## src/rtl/useq_pkg.sv

```systemverilog
package useq_pkg;

  localparam int CW_WIDTH   = 16;
  localparam int ADDR_WIDTH = 8;
  localparam int OP_WIDTH   = 4;

  // control line positions, counted from the MSB
  localparam int P_ACC_OUT  = 0;
  localparam int P_ACC_LD   = 1;
  localparam int P_PC_OUT   = 2;
  localparam int P_MAR_LD   = 3;
  localparam int P_RAM_OUT  = 4;
  localparam int P_RAM_WR   = 5;
  localparam int P_IR_LD    = 6;
  localparam int P_IR_OUT   = 7;
  localparam int P_PC_INC   = 8;
  localparam int P_ALU_OUT  = 9;
  localparam int P_B_LD     = 10;
  localparam int P_OUT_LD   = 11;
  localparam int P_PC_LD    = 12;

  // opcodes
  localparam int OP_NOP = 0;
  localparam int OP_LDA = 1;
  localparam int OP_ADD = 2;
  localparam int OP_STA = 3;
  localparam int OP_HLT = 15;

  // micro addresses
  localparam int UA_FETCH_A = 0;
  localparam int UA_FETCH_B = 1;
  localparam int UA_DISPATCH = 2;
  localparam int UA_LDA     = 3;
  localparam int UA_ADD     = 6;
  localparam int UA_STA     = 8;

  function automatic logic [15:0] line(input int pos);
    return 16'h8000 >> pos;
  endfunction

  function automatic logic [15:0] ucode_word(input int unsigned addr);
    case (addr)
      0:       return line(P_PC_OUT) | line(P_MAR_LD);
      1:       return line(P_RAM_OUT) | line(P_IR_LD) | line(P_PC_INC);
      3:       return line(P_PC_OUT) | line(P_MAR_LD);
      4:       return line(P_RAM_OUT) | line(P_ACC_LD) | line(P_PC_INC);
      6:       return line(P_ALU_OUT) | line(P_ACC_LD);
      8:       return line(P_IR_OUT) | line(P_MAR_LD);
      9:       return line(P_ACC_OUT) | line(P_RAM_WR);
      default: return 16'h0000;
    endcase
  endfunction

endpackage

```

## src/rtl/useq_store.sv

```systemverilog
module useq_store #(
  parameter int ADDR_W = useq_pkg::ADDR_WIDTH,
  parameter int CW_W   = useq_pkg::CW_WIDTH
) (
  input  logic [ADDR_W-1:0] addr,
  output logic [CW_W-1:0]   word
);
  localparam int DEPTH = 1 << ADDR_W;

  logic [CW_W-1:0] mem [DEPTH];

  for (genvar i = 0; i < DEPTH; i++) begin : g_word
    assign mem[i] = CW_W'(useq_pkg::ucode_word(i));
  end

  assign word = mem[addr];
endmodule

```

## src/rtl/useq_dispatch.sv

```systemverilog
module useq_dispatch #(
  parameter int ADDR_W = useq_pkg::ADDR_WIDTH,
  parameter int OP_W   = useq_pkg::OP_WIDTH
) (
  input  logic [OP_W-1:0]   opcode,
  output logic [ADDR_W-1:0] target,
  output logic              is_halt
);
  import useq_pkg::*;

  always_comb begin
    is_halt = (opcode == OP_W'(OP_HLT));
    case (opcode)
      OP_W'(OP_LDA): target = ADDR_W'(UA_LDA);
      OP_W'(OP_ADD): target = ADDR_W'(UA_ADD);
      OP_W'(OP_STA): target = ADDR_W'(UA_STA);
      default:       target = ADDR_W'(UA_FETCH_A);
    endcase
  end
endmodule

```

## src/rtl/useq_counter.sv

```systemverilog
module useq_counter #(
  parameter int ADDR_W = useq_pkg::ADDR_WIDTH
) (
  input  logic              clk,
  input  logic              rst,
  input  logic              word_zero,
  input  logic              is_halt,
  input  logic [ADDR_W-1:0] target,
  output logic [ADDR_W-1:0] upc,
  output logic              halted
);
  localparam logic [ADDR_W-1:0] DISPATCH = ADDR_W'(useq_pkg::UA_DISPATCH);

  always_ff @(negedge clk) begin
    if (rst) begin
      upc    <= '0;
      halted <= 1'b0;
    end else if (halted) begin
      upc    <= upc;
    end else if (upc == DISPATCH) begin
      if (is_halt) halted <= 1'b1;
      else         upc    <= target;
    end else if (word_zero) begin
      upc <= '0;
    end else begin
      upc <= upc + 1'b1;
    end
  end
endmodule

```

## src/rtl/ucode_sequencer.sv

```systemverilog
module ucode_sequencer #(
  parameter int ADDR_W = useq_pkg::ADDR_WIDTH,
  parameter int CW_W   = useq_pkg::CW_WIDTH,
  parameter int OP_W   = useq_pkg::OP_WIDTH
) (
  input  logic            clk,
  input  logic            rst,
  input  logic [OP_W-1:0] opcode,
  output logic [CW_W-1:0] ctrl_word
);
  logic [ADDR_W-1:0] upc;
  logic              halted;
  logic [CW_W-1:0]   raw_word;
  logic [ADDR_W-1:0] target;
  logic              is_halt;

  useq_store #(.ADDR_W(ADDR_W), .CW_W(CW_W)) u_store (
    .addr (upc),
    .word (raw_word)
  );

  useq_dispatch #(.ADDR_W(ADDR_W), .OP_W(OP_W)) u_dispatch (
    .opcode  (opcode),
    .target  (target),
    .is_halt (is_halt)
  );

  useq_counter #(.ADDR_W(ADDR_W)) u_counter (
    .clk       (clk),
    .rst       (rst),
    .word_zero (~|raw_word),
    .is_halt   (is_halt),
    .target    (target),
    .upc       (upc),
    .halted    (halted)
  );

  assign ctrl_word = halted ? '0 : raw_word;
endmodule

```

## config.mk

```make
export PLATFORM = sky130hd
export DESIGN_NAME = ucode_sequencer
export DESIGN_NICKNAME = d
export VERILOG_FILES = /design/src/rtl/useq_pkg.sv /design/src/rtl/useq_store.sv /design/src/rtl/useq_dispatch.sv /design/src/rtl/useq_counter.sv /design/src/rtl/ucode_sequencer.sv
export SDC_FILE = /design/constraint.sdc
export NUM_CORES = 1
export LEC_CHECK = 0
export ABC_AREA = 1
export ABC_CLOCK_PERIOD_IN_PS = 1900
export BUFFER_PORTS_ARGS = -buffer_cell sky130_fd_sc_hd__buf_2
export CORE_MARGIN = 2
export CORE_UTILIZATION = 33
export CTS_CLUSTER_DIAMETER = 200
export CTS_CLUSTER_SIZE = 10
export DETAILED_ROUTE_END_ITERATION = 6
export REMOVE_ABC_BUFFERS = 1
export SLEW_MARGIN = 15
export SYNTH_ARGS = -nofsm -noshare
export SYNTH_HDL_FRONTEND = slang
export SYNTH_SLANG_ARGS = --single-unit
```

## constraint.sdc

```tcl
create_clock -name clk -period 1.9 [get_ports clk]
set_clock_uncertainty 0.2 [all_clocks]
set_input_delay 0.38 -clock clk [delete_from_list [all_inputs] [get_ports clk]]
set_output_delay 0.38 -clock clk [all_outputs]
set_load 0.005 [all_outputs]
```

==> metrics.txt <==
outcome=finished with violations; violations in the final reports=setup timing; cells taking the most area after synthesis=sky130_fd_sc_hd__dfxtp_1 24%, sky130_fd_sc_hd__nand2_1 9.7%, sky130_fd_sc_hd__nor2_1 9.2%; internal power=0.0006818 W; clock share of power=0.185; DR WL/cell=11.28 um; final-report hold violation count=0; switching power summed over all nets=0.0005103 W; pin count of the biggest net entering global routing=7; critical path fanouts, max=4; Sequential Power Share=0.219; source of the critical timing path=u_counter.upc[0]$_SDFFE_NP0P_; clock edge transition at the registers on the reported setup and hold paths=40 ps; area of the mapped netlist=735.7 um2; CTS H-Tree Depth=1; crit-path leading delay family=flip-flops; final antenna-violating net count=0; starting density of the core=0.3425; Die Outline Area=0.002623 mm2; placer's final routability congestion estimate=0.7757; global-route wire length before repair=3.519 mm; IO Count=22; DP HPWL=1.350 mm; clock buffers created by TritonCTS=3; slowest CP cell=sky130_fd_sc_hd__dfxtp_4; HP Class=flip-flop to flip-flop; portion of synthesized cell area occupied by the leading cell type=0.2449; Critical path destination=ctrl_word[12]; DRC violations left=0; synthesized netlist cell count=112; Static Leakage=0.6969 nW; met2 WL post-DR=1.244 mm; final number of setup-violating endpoints=18; total via count in the routed design=875; final wirelength=2.177 mm; number of rows in the core area=17; nets@finish=176; reg-to-reg setup timing slack=160 ps; R2R depth=10; Buffers & Inverters on Critical Path=3; largest vdd supply drop=0.3951 mV; area added between synthesis and finish=80.27%; total global-route track usage=0.1794; Top Layer Used=met4; number of buffers inserted for hold repair after clock tree synthesis=0; start of the worst register-to-register path=u_counter.upc[1]$_SDFFE_NP0P_; crit path setup slack, layout=-976.9 ps; share of total power consumed by net switching=0.4280; flip-flop and latch count after synthesis=9; Max Cap Viol=0; fraction of final layout cells with drive strength greater than 1=0.6485; number of buffers added on ports=15; clock insertion delay at the later pin of the skew report=330 ps; worst hold-check slack=261.5 ps; nature of the critical path endpoint=output port; via count of the first global-routing pass=907; share of synthesized area occupied by flip-flops and latches=0.2449; count of warnings emitted by yosys=0; RR Endpoint=u_counter.upc[3]$_SDFFE_NP0P_; Max clock buf depth=2; height of the die=51.22 um; total core area=0.002148 mm2; critical path depth=6; clock net sink count=9; total count of max-transition violations in the final report=0; biggest area consumer among synthesized cells=sky130_fd_sc_hd__dfxtp_1; maximum cell stage delay along the critical path=360 ps; pre-CTS worst setup slack=-759.9 ps; initial drt markers=3; Met1 Routed Length=754 um; fin util=0.6174; aggregate global routing overflow=0; classification of the worst setup path=flip-flop to output port; endpoint required time on the critical path=1320 ps; Placed Instance Area=965.9 um2; CTS root buffer=sky130_fd_sc_hd__clkbuf_4; startpoint type of the worst setup path=flip-flop; antenna violations before repair=0; Comb pwr share=0.596; number of distinct library cells after synthesis=19; final antenna diode count=0; die width=51.22 um; PD cells=898.8 mW/mm2; DR WL met3=108 um; average vias per placed instance=4.534; syn_area_per_cell=6.569 um2; TritonCTS clock tree=yes; DR pass1 iterations=4; worst path cell trace=inv_6 -> ha_4 -> buf_4 -> nand3_4 -> a21oi_2 -> buf_2; Non-Filler Cell Area, Final=0.001326 mm2; Arr. time, crit path=2300 ps; RSZ-0062 raised after global routing=true
[worst reg2reg max path: stages, from the launching register on]
cell and delay [ps]:
sky130_fd_sc_hd__dfxtp_4 350, sky130_fd_sc_hd__buf_6 120, sky130_fd_sc_hd__ha_4 150, sky130_fd_sc_hd__buf_4 130, sky130_fd_sc_hd__buf_4 120, sky130_fd_sc_hd__nand2_2 80, sky130_fd_sc_hd__nor2_4 60, sky130_fd_sc_hd__nand2_4 100
sky130_fd_sc_hd__nand2_4 90, sky130_fd_sc_hd__a21oi_1 150, sky130_fd_sc_hd__a21oi_2 70
[final cells by class]
cell class	instances	area [um2]
tap	28	35.03
inverter	16	70.07
multi-input combinational	83	630.6
clock buffer	3	22.52
timing repair buffer	44	332.8
clock inverter	10	37.54
fill	185	822.0
sequential	9	197.7
[cells by family after synthesis]
logic type	count (synthesis)	synth area share
adders and majority gates	4	0.06803
xor gates and xnor gates	2	0.02381
buffers and inverters	26	0.1837
AOI/OAI and AO/OA	9	0.08162
DFF	9	0.2449
and+or+nand+nor	61	0.3928
other	1	0.005097
[cells in the final DEF, fill, tap and decap left out]
| master | count |
|---|---|
| sky130_fd_sc_hd__nor3_2 | 3 |
| sky130_fd_sc_hd__buf_2 | 11 |
| sky130_fd_sc_hd__buf_8 | 2 |
| sky130_fd_sc_hd__conb_1 | 6 |
| sky130_fd_sc_hd__a21oi_1 | 3 |
| sky130_fd_sc_hd__xor2_1 | 2 |
| sky130_fd_sc_hd__a21oi_2 | 6 |
| sky130_fd_sc_hd__nor4_2 | 1 |
| sky130_fd_sc_hd__buf_4 | 27 |
| sky130_fd_sc_hd__buf_6 | 4 |
| sky130_fd_sc_hd__ha_4 | 3 |
| sky130_fd_sc_hd__nor2_4 | 4 |
| sky130_fd_sc_hd__ha_1 | 1 |
| sky130_fd_sc_hd__inv_2 | 8 |
| sky130_fd_sc_hd__inv_1 | 16 |
| sky130_fd_sc_hd__nand2_1 | 5 |
| sky130_fd_sc_hd__inv_6 | 2 |
| sky130_fd_sc_hd__nor2_1 | 15 |
| sky130_fd_sc_hd__nand3_4 | 2 |
| sky130_fd_sc_hd__nand2_2 | 15 |
| sky130_fd_sc_hd__nor3_4 | 1 |
| sky130_fd_sc_hd__dfxtp_1 | 3 |
| sky130_fd_sc_hd__clkbuf_4 | 3 |
| sky130_fd_sc_hd__nand3_2 | 3 |
| sky130_fd_sc_hd__nand3_1 | 7 |
| sky130_fd_sc_hd__nand2_4 | 5 |
| sky130_fd_sc_hd__dfxtp_4 | 4 |
| sky130_fd_sc_hd__dfxtp_2 | 2 |
| sky130_fd_sc_hd__nor2_2 | 1 |
[through the flow]
step / total power [W] / instances / TNS, ps
6_report: 0.001192 / 193 / -9882
5_1_grt: 0.001289 / 193 / -10830
4_1_cts: 0.001100 / 192 / -9637
3_5_place_dp: 0.0007556 / 174 / -11300
3_3_place_gp: 0.0007485 / 174 / -10700
2_1_floorplan: 0.0005367 / 108 / -7941
[worst min path at each step]
| stage | from | endpoint | slack, ps | cells after the start |
|---|---|---|---|---|
| final | u_counter.upc[6]$_SDFFE_NP0P_ | u_counter.upc[6]$_SDFFE_NP0P_ | 260 | 2 |
| after global routing | u_counter.upc[6]$_SDFFE_NP0P_ | u_counter.upc[6]$_SDFFE_NP0P_ | 280 | 2 |
| after CTS | u_counter.upc[4]$_SDFFE_NP0P_ | u_counter.upc[4]$_SDFFE_NP0P_ | 260 | 2 |
| after detailed placement | u_counter.upc[5]$_SDFFE_NP0P_ | u_counter.upc[5]$_SDFFE_NP0P_ | 230 | 2 |
| after global placement | u_counter.upc[5]$_SDFFE_NP0P_ | u_counter.upc[5]$_SDFFE_NP0P_ | 230 | 2 |
| after floorplan | u_counter.upc[5]$_SDFFE_NP0P_ | u_counter.upc[5]$_SDFFE_NP0P_ | 220 | 2 |
[flip-flops by register name (all words and copies together), names as in the netlist]
register / count
u_counter.upc: 8
u_counter.halted: 1
[power groups by stage]
stage | clock, W | sequential, W | combinational [W]
floorplan | 0.0000324 | 0.000235 | 0.000269
global placement | 0.0000324 | 0.000230 | 0.000486
detailed placement | 0.0000324 | 0.000233 | 0.000490
CTS | 0.000230 | 0.000253 | 0.000616
global route | 0.000261 | 0.000263 | 0.000765
finish | 0.000220 | 0.000261 | 0.000711
[Yosys cell counts]
cell type,count
sky130_fd_sc_hd__a21oi_1,5
sky130_fd_sc_hd__a21oi_2,4
sky130_fd_sc_hd__buf_4,8
sky130_fd_sc_hd__buf_6,1
sky130_fd_sc_hd__conb_1,1
sky130_fd_sc_hd__dfxtp_1,9
sky130_fd_sc_hd__ha_1,4
sky130_fd_sc_hd__inv_1,15
sky130_fd_sc_hd__inv_2,2
sky130_fd_sc_hd__nand2_1,19
sky130_fd_sc_hd__nand2_2,4
sky130_fd_sc_hd__nand2_4,1
sky130_fd_sc_hd__nand3_1,11
sky130_fd_sc_hd__nand3_2,1
sky130_fd_sc_hd__nor2_1,18
sky130_fd_sc_hd__nor2_4,2
sky130_fd_sc_hd__nor3_1,4
sky130_fd_sc_hd__nor4_1,1
sky130_fd_sc_hd__xor2_1,2
[repair_timing]
| item | 4_1_cts | 5_1_grt |
|---|---|---|
| pin swaps | 15 | 11 |
| gates resized for setup | 48 | 25 |
| cloned | 1 | 0 |
| setup buffers | 5 | 1 |
| setup endpoints to repair | 19 | 19 |
[layer usage]
layer	up-vias	track usage
li1	441	-
met1	395	0.1753
met2	30	0.3312
met3	9	0.05556
met4	0	0.1009
met5	-	0
No activity file was read; power rests on OpenSTA's default activity.
